$ cat config.mk
export PLATFORM = sky130hd
export DESIGN_NAME = i2c_rx_hs
export DESIGN_NICKNAME = d
export VERILOG_FILES = /design/src/rtl/i2c_rx_pkg.sv /design/src/rtl/i2c_line_sync.sv /design/src/rtl/i2c_bus_events.sv /design/src/rtl/i2c_rx_hs.sv
export SDC_FILE = /design/constraint.sdc
export NUM_CORES = 1
export LEC_CHECK = 0
export BUFFER_PORTS_ARGS = -buffer_cell sky130_fd_sc_hd__buf_4
export CAP_MARGIN = 20
export CELL_PAD_IN_SITES_DETAIL_PLACEMENT = 0
export CELL_PAD_IN_SITES_GLOBAL_PLACEMENT = 1
export CORE_MARGIN = 5
export CORE_UTILIZATION = 40
export DETAILED_ROUTE_END_ITERATION = 8
export MAX_ROUTING_LAYER = met4
export PLACE_DENSITY_LB_ADDON = 0.25
export SYNTH_ARGS = -nofsm -noshare
export SYNTH_HDL_FRONTEND = slang
export SYNTH_SLANG_ARGS = --single-unit
export TNS_END_PERCENT = 10
$ cat constraint.sdc
create_clock -name clk -period 2.1 [get_ports clk]
set_input_delay 0.21 -clock clk [delete_from_list [all_inputs] [get_ports clk]]
set_output_delay 0.21 -clock clk [all_outputs]
set_load 0.01 [all_outputs]
$ cat src/rtl/i2c_rx_pkg.sv
package i2c_rx_pkg;
    localparam int ADDR_W  = 7;
    localparam int FRAME_W = ADDR_W + 1;
    localparam int CNT_W   = $clog2(FRAME_W + 1);

    typedef enum logic [1:0] {
        RX_IDLE = 2'd0,
        RX_ADDR = 2'd1,
        RX_DATA = 2'd2
    } rx_state_e;

    typedef struct packed {
        rx_state_e          st;
        logic [CNT_W-1:0]   cnt;
        logic               ackph;
        logic [FRAME_W-1:0] sh;
        logic [FRAME_W-1:0] rx;
        logic               full;
        logic               busy;
        logic               irqf;
        logic               stopf;
        logic               dir;
        logic               trig;
        logic               sda_oe;
        logic               scl_oe;
    } rx_regs_t;
endpackage

$ cat src/rtl/i2c_line_sync.sv
module i2c_line_sync #(
    parameter int STAGES = 2
) (
    input  logic clk,
    input  logic rst_n,
    input  logic d,
    output logic q
);
    logic [STAGES-1:0] ff_q;

    always_ff @(posedge clk or negedge rst_n) begin
        if (!rst_n) ff_q <= '1;
        else        ff_q <= {ff_q[STAGES-2:0], d};
    end

    assign q = ff_q[STAGES-1];
endmodule

$ cat src/rtl/i2c_bus_events.sv
module i2c_bus_events (
    input  logic clk,
    input  logic rst_n,
    input  logic scl,
    input  logic sda,
    output logic ev_start,
    output logic ev_stop,
    output logic ev_rise,
    output logic ev_fall
);
    logic scl_q, sda_q;

    always_ff @(posedge clk or negedge rst_n) begin
        if (!rst_n) begin
            scl_q <= 1'b1;
            sda_q <= 1'b1;
        end else begin
            scl_q <= scl;
            sda_q <= sda;
        end
    end

    assign ev_start = scl && scl_q && sda_q && !sda;
    assign ev_stop  = scl && scl_q && !sda_q && sda;
    assign ev_rise  = scl && !scl_q;
    assign ev_fall  = !scl && scl_q;
endmodule

$ cat src/rtl/i2c_rx_hs.sv
module i2c_rx_hs #(
    parameter int SYNC_STAGES = 2
) (
    input  logic                          clk,
    input  logic                          rst_n,
    input  logic                          scl_i,
    input  logic                          sda_i,
    input  logic [i2c_rx_pkg::ADDR_W-1:0] own_addr,
    input  logic                          ack_ctl,
    input  logic                          hs_en,
    input  logic                          stop_irq_mask,
    input  logic                          irq_en,
    input  logic                          trig_en,
    input  logic                          rd_strobe,
    input  logic                          clr_strobe,
    output logic                          scl_oe,
    output logic                          sda_oe,
    output logic [i2c_rx_pkg::FRAME_W-1:0] rx_data,
    output logic                          busy,
    output logic                          full,
    output logic                          irq_flag,
    output logic                          irq,
    output logic                          stop_flag,
    output logic                          dir,
    output logic                          trig_flag
);
    import i2c_rx_pkg::*;

    localparam int NLINES = 2;

    logic [NLINES-1:0] raw_lines, syn_lines;
    logic ev_start, ev_stop, ev_rise, ev_fall;
    rx_regs_t q, d;

    assign raw_lines = {sda_i, scl_i};

    for (genvar g = 0; g < NLINES; g++) begin : g_sync
        i2c_line_sync #(.STAGES(SYNC_STAGES)) u_sync (
            .clk  (clk),
            .rst_n(rst_n),
            .d    (raw_lines[g]),
            .q    (syn_lines[g])
        );
    end

    i2c_bus_events u_events (
        .clk     (clk),
        .rst_n   (rst_n),
        .scl     (syn_lines[0]),
        .sda     (syn_lines[1]),
        .ev_start(ev_start),
        .ev_stop (ev_stop),
        .ev_rise (ev_rise),
        .ev_fall (ev_fall)
    );

    always_comb begin
        d = q;
        if (clr_strobe) begin
            d.irqf  = 1'b0;
            d.stopf = 1'b0;
            d.trig  = 1'b0;
        end
        if (rd_strobe) begin
            d.full   = 1'b0;
            d.scl_oe = 1'b0;
        end
        if (ev_start) begin
            d.busy   = 1'b1;
            d.st     = RX_ADDR;
            d.cnt    = '0;
            d.ackph  = 1'b0;
            d.sda_oe = 1'b0;
        end else if (ev_stop) begin
            d.busy   = 1'b0;
            d.stopf  = 1'b1;
            if (!stop_irq_mask) d.irqf = 1'b1;
            d.st     = RX_IDLE;
            d.cnt    = '0;
            d.ackph  = 1'b0;
            d.sda_oe = 1'b0;
        end else if (q.st != RX_IDLE) begin
            if (ev_rise) begin
                if (!q.ackph) begin
                    d.sh  = {q.sh[FRAME_W-2:0], syn_lines[1]};
                    d.cnt = q.cnt + 1'b1;
                end else begin
                    d.irqf = 1'b1;
                    if (q.st == RX_ADDR) begin
                        d.dir = q.sh[0];
                    end else begin
                        d.rx   = q.sh;
                        d.full = 1'b1;
                        if (trig_en) d.trig = 1'b1;
                    end
                end
            end else if (ev_fall) begin
                if (!q.ackph && q.cnt == CNT_W'(FRAME_W)) begin
                    if (q.st == RX_ADDR && q.sh[FRAME_W-1:1] != own_addr) begin
                        d.st = RX_IDLE;
                    end else begin
                        d.ackph  = 1'b1;
                        d.sda_oe = !ack_ctl;
                    end
                end else if (q.ackph) begin
                    d.ackph  = 1'b0;
                    d.sda_oe = 1'b0;
                    d.cnt    = '0;
                    if (q.st == RX_ADDR) begin
                        d.st = q.dir ? RX_IDLE : RX_DATA;
                    end else if (hs_en && d.full) begin
                        d.scl_oe = 1'b1;
                    end
                end
            end
        end
    end

    always_ff @(posedge clk or negedge rst_n) begin
        if (!rst_n) begin
            q <= '0;
        end else begin
            q <= d;
        end
    end

    assign scl_oe    = q.scl_oe;
    assign sda_oe    = q.sda_oe;
    assign rx_data   = q.rx;
    assign busy      = q.busy;
    assign full      = q.full;
    assign irq_flag  = q.irqf;
    assign irq       = q.irqf & irq_en;
    assign stop_flag = q.stopf;
    assign dir       = q.dir;
    assign trig_flag = q.trig;
endmodule

After elaboration in Yosys (flattened, before gate mapping)

Index checks and enable logic that the tools add are counted.
Widths: inputs -> output; s select.

Bits in latches: 0
Output and inout port bits: 17
Memories: 0
Register bits after elaboration: 37
Memory bits (writable): 0
Bits in read-only memories: 0
Input port bits: 18

Div/mod/pow operators: 0
$add $sub $neg: 1
Mux-type cells: 54
$lt $le $gt $ge: 0
Shifts and indexed selects: 0
Multiply operators: 0
Reductions and logical operators: 31
Bitwise operators: 5
Equality and inequality tests: 8

Operators with widths:

| cell                | count |
|---|---|
| $mux 1              | 28 |
| $mux 7              | 4 |
| $mux 2              | 12 |
| $mux 24             | 1 |
| $mux 4              | 5 |
| $mux 9              | 2 |
| $reduce_and 6->1    | 3 |
| $mux 17             | 1 |
| $reduce_bool 4->1   | 4 |
| $reduce_and 5->1    | 3 |
| $ne 4x4->1 const B  | 3 |
| $logic_and 1x1->1   | 10 |
| $mux 8              | 1 |
| $ne 7x7->1          | 1 |
| $logic_not 1->1     | 6 |
| $reduce_bool 3->1   | 2 |
| $add 4x1->4 const B | 1 |
| $eq 4x4->1 const B  | 1 |
| $ne 4x3->1 const B  | 1 |
| $not 1->1           | 4 |
| $reduce_and 4->1    | 1 |
| $reduce_bool 2->1   | 2 |
| $ne 3x3->1 const B  | 1 |
| $eq 2x1->1 const B  | 1 |
| $and 1x1->1         | 1 |

Longest topological paths before layout

Word-level depth: 11
Mapped depth: 8
Mapped depth without buffers: 7

By module

A second synthesis with hierarchy kept.

Cells, all modules: 140
Area, all modules: 1781.7 sq um

Modules (own cells, without submodules):

| module         | times used | sequential area each (sq um) | cells an instance | area an instance (sq um) |
|---|---|---|---|---|
| i2c_rx_hs      | 1          | 775.7                        | 130               | 1589.0 |
| i2c_line_sync  | 2          | 52.6                         | 2                 | 52.6 |
| i2c_bus_events | 1          | 52.6                         | 6                 | 87.6 |

Least setup slack after synthesis

No wires, ideal clock.

Kind: reg-to-reg
From: register u_events.scl_q
To: register q[29] in the netlist's numbering
Slack: 0.334 ns
Data required time: 1.978 ns
Stages on the path, launching flop included: 8
Data arrival time: 1.644 ns
Path buffers: 1
Setup time: 0.122 ns
Cells stage by stage: dfstp_2 > inv_1 > ha_1 > buf_2 > and3b_1 > nand2_1 > a211o_1 > a32o_1

Longest elaborated chain between the ends: 5
Elaborated cells between the ends (all ways): 17
Those cells by class: 2 x eq/ne; 2 x mux; 13 x reduce/logical

Ends and longest elaborated chain:

| element                                                     | RTL line                                   | source |
|---|---|---|
| start, declared                                             | i2c_bus_events.sv:11                       | `logic scl_q, sda_q;` |
| start signal, assigned                                      | i2c_bus_events.sv:18                       | `scl_q <= scl;` |
| $logic_and 1x1->1                                           | i2c_bus_events.sv:23, i2c_bus_events.sv:24 |  |
| $logic_and 1x1->1, on equally long branches (2 in series)   | i2c_bus_events.sv:23, i2c_bus_events.sv:24 |  |
| $ne 4x3->1 (no source line), or another cell as far along   | n/a                                        |  |
| $reduce_and 6->1 (no source line) or $mux 7 (tied branches) | n/a                                        |  |
| end signal, assigned                                        | i2c_rx_hs.sv:121                           | `q <= '0;` |
| end signal, assigned                                        | i2c_rx_hs.sv:123                           | `q <= d;` |
| end, declared                                               | i2c_rx_hs.sv:33                            | `rx_regs_t q, d;` |

Parallel ways exist; a longest one is shown, timed or not.
A chain may end at the register's enable or synchronous reset.

Worst setup path in the final report

From: register g_sync[0].u_sync.ff_q[1]
To: register q[21] in the netlist's numbering

Longest elaborated chain between the ends: 5
Elaborated cells between the ends (all ways): 9
Those cells by class: 2 x bitwise; 7 x reduce/logical

Ends and longest elaborated chain:

| element                                                   | RTL line                                   | source |
|---|---|---|
| start, declared                                           | i2c_line_sync.sv:9                         | `logic [STAGES-1:0] ff_q;` |
| start signal, assigned                                    | i2c_line_sync.sv:13                        | `else ff_q <= {ff_q[STAGES-2:0], d};` |
| $logic_and 1x1->1                                         | i2c_bus_events.sv:23, i2c_bus_events.sv:24 |  |
| $logic_and 1x1->1, on equally long branches (2 in series) | i2c_bus_events.sv:24, i2c_bus_events.sv:23 |  |
| $not 1->1 (no source line)                                | n/a                                        |  |
| $reduce_and 5->1 (no source line) (*)                     | n/a                                        |  |

Every way passes the cells marked *; elsewhere a longest branch is shown, timed or not.

==> impl_metrics.json <==
{
  "gp_congestion": 0.785,
  "p_clk_share_pct": 30.1,
  "ctsRootBufferMaster": "clkbuf_8",
  "insertion_delay_ns": 0.28,
  "synth_cell_types": 43,
  "postCtsSetupBuffers": 0,
  "regMostFlops": "q",
  "cts_buffers": 5,
  "cts_max_level": 2,
  "synthArstFlopShare_pct": 100,
  "maxSlewHeadroom_pct": 69.0,
  "wirelength_mm": 3.50,
  "synth_ff_type": "dfrtp_1",
  "dr.pass1.iters": 4,
  "startpoint_type": "register",
  "dpl.hpwl_mm": 2.58,
  "cp_max_fo": 9,
  "power.share.sequential_pct": 55.0,
  "cts.clk_slew.worst_paths_ns": 0.07,
  "fillers": 410,
  "fp.dieW_um": 77.4,
  "coreArea_um2": 4380,
  "synth-seq-cells": 37,
  "finalSetupViolCount": 0,
  "design_area_um2": 2150,
  "drt_iter0_markers": 69,
  "peakVddDrop_mv": 0.363,
  "cpLargestDelayFamily": "flip-flops",
  "crit_path_cell_trace": "ha_1 -> nand3_1 -> nor2_2 -> mux2_2",
  "worstHoldStart": "scl_i",
  "avgViaCountPerCell": 5.15,
  "status": "complete, no violations",
  "syn_to_final_growth_pct": 18.4,
  "drc": 0,
  "fin_setup_tns_ns": 0,
  "critPathRequiredTime_ns": 2.27,
  "worstSetupPathType": "register to register",
  "nets": 208,
  "synth-edff-count": 0,
  "grt_pass1_wl_mm": 6.07,
  "ys_warn_count": 0,
  "insertedDiodeCount": 0,
  "largest_register_ffs": 15,
  "hold_path_depth": 1,
  "worstMarginPinSlew_ns": 0.466,
  "cpPeakStageDelay_ns": 0.56,
  "rows": 24,
  "p_sw_uw": 420,
  "timing_hold_violations_final": 0,
  "cpMaxStageDelayCell": "dfstp_2",
  "start_util_pct": 41.5,
  "holdPathEnd": "g_sync[0].u_sync.ff_q[0]",
  "clock-sinks": 37,
  "rsz0062_at_grt": "false",
  "maxSlewViolCount": 0,
  "r2r_cells": 4,
  "combPwrFrac_pct": 14.9,
  "r2r_end": "q[21]",
  "num_vias": 1226,
  "clockBufferDepth": 2,
  "routedWlPerCell_um": 14.7,
  "synthesis.area_um2": 1820,
  "power_density_nw_per_um2": 728,
  "die_h_um": 77.4,
  "overflow": 0,
  "critical_path_arrival_ns": 2.09,
  "worstHoldPathType": "input port to register",
  "grt_max_degree": 38,
  "critical_path_depth": 4,
  "cts_resized": 0,
  "die_area_um2": 6000,
  "portBuffers": 34,
  "drv_cap": 0,
  "post-route-min-period_ns": 1.92,
  "grt_usage_pct": 12.9,
  "synth_nets": 177,
  "num_io_pins": 35,
  "max_freq_mhz": 521,
  "reg2reg_from": "g_sync[0].u_sync.ff_q[1]",
  "postRouteAntennaNets": 0,
  "internal-power_mw": 1.15,
  "grt_pass1_vias": 1291,
  "p_sw_share_pct": 26.8,
  "drive_above_1_share_pct": 38.7,
  "p_leak_nw": 1.03,
  "skew_ns": 0.00725,
  "syn_inst": 154,
  "fin_crit_sh_pct": 91.4,
  "endpoint_kind": "register",
  "syn_area_per_cell_um2": 11.8,
  "ys_seq_area_share_pct": 51.3,
  "crit_buf_inv": 0,
  "rrSetupSlack_ns": 0.18,
  "dpl-instance-area_um2": 2060,
  "antenna_found_initial": 0,
  "cts_tree": "yes"
}
worst max-delay path by stage:
stage,start,endpoint,slack [ns]
final,g_sync[0].u_sync.ff_q[1],q[21],0.18
after global routing,g_sync[0].u_sync.ff_q[1],q[18],0.02
after CTS,g_sync[0].u_sync.ff_q[1],q[21],0.14
after detailed placement,g_sync[0].u_sync.ff_q[1],q[21],0.16
after global placement,g_sync[0].u_sync.ff_q[1],q[16],0.18
after floorplan,u_events.scl_q,q[29],0.33
per-layer routing:
layer,GRT usage (%),up-vias,share of wire (%),wire length [µm]
met5,-,-,0,0
met3,3.24,6,3.9,138
met1,16.5,609,46,1610
met2,19.4,22,48,1690
met4,5.15,0,1.5,54
li1,-,589,-,-
what timing repair did:
item | CTS | global route
endpoints found under the setup margin | 0 | 0
endpoints found under the hold margin | 31 | 0
hold buffers | 1 | 0
synthesized netlist by cell type (5+ instances only):
| cell | instances | area, µm² |
|---|---|---|
| nor2_1 | 5 | 18.8 |
| buf_4 | 8 | 60.1 |
| xor2_1 | 5 | 43.8 |
| mux2_4 | 8 | 120 |
| ha_1 | 5 | 62.6 |
| inv_1 | 6 | 22.5 |
| nand2_1 | 12 | 45.0 |
| dfstp_2 | 6 | 158 |
| mux2_2 | 10 | 113 |
| a21oi_1 | 5 | 25.0 |
| o21ai_0 | 5 | 25.0 |
| dfrtp_1 | 31 | 776 |
power by group through the flow:
| stage | clock network [mW] | registers (mW) | logic, mW |
|---|---|---|---|
| floorplan | 0 | 0.855 | 0.157 |
| global placement | 0 | 0.870 | 0.229 |
| detailed placement | 0 | 0.875 | 0.235 |
| CTS | 0.490 | 0.862 | 0.237 |
| global route | 0.517 | 0.874 | 0.261 |
| finish | 0.472 | 0.862 | 0.234 |
per-stage QoR:
| stage | cells | setup slack, ns | utilization, % | power [mW] | hold slack [ns] |
|---|---|---|---|---|---|
| after floorplan | 154 | 0.334 | - | 1.01 | -0.0856 |
| after global placement | 229 | 0.183 | 47.0 | 1.10 | 0.200 |
| after detailed placement | 229 | 0.156 | 47.0 | 1.11 | 0.202 |
| after CTS | 238 | 0.145 | 49.1 | 1.59 | 0.0187 |
| after global routing | 238 | 0.0162 | 49.1 | 1.65 | 0.0195 |
| final | 238 | 0.180 | 49.1 | 1.57 | 0.0287 |
final cells by class:
class / count / area [µm²] / area share (%)
clock inverters: 2 / 10.0 / 0.465
well taps: 52 / 65.1 / 3.02
inverters: 6 / 22.5 / 1.05
clock buffers: 6 / 72.6 / 3.37
repair buffers: 36 / 273 / 12.7
flip-flops and latches: 37 / 933 / 43.3
multi-input cells: 99 / 778 / 36.1
kinds of logic (layout without fill, tap and decap cells):
| family | Yosys count | count (layout) | share of synthesized area [%] |
|---|---|---|---|
| AOI/OAI and AO/OA | 24 | 24 | 9.22 |
| xor gates and xnor gates | 9 | 9 | 4.33 |
| adders and majority gates | 5 | 5 | 3.44 |
| buffers and inverters | 18 | 50 | 5.91 |
| DFF | 37 | 37 | 51.3 |
| muxes | 18 | 18 | 12.8 |
| and+or+nand+nor | 43 | 43 | 13.0 |
placed cells by master (no fill, tap or decap), drive strengths merged, types with 2 or more instances in the layout:
cell,instances
clkinv,2
dfstp,6
nand4,3
and2,2
mux2,18
nor2,6
nor4,2
xor2,5
a21oi,5
dfrtp,31
inv,6
ha,5
o21ai,5
nand2,13
a22oi,2
nand3b,4
buf,35
nand3,4
nor2b,3
xnor2,4
o2bb2ai,3
clkbuf,6
(Power assumes the default switching activity.)
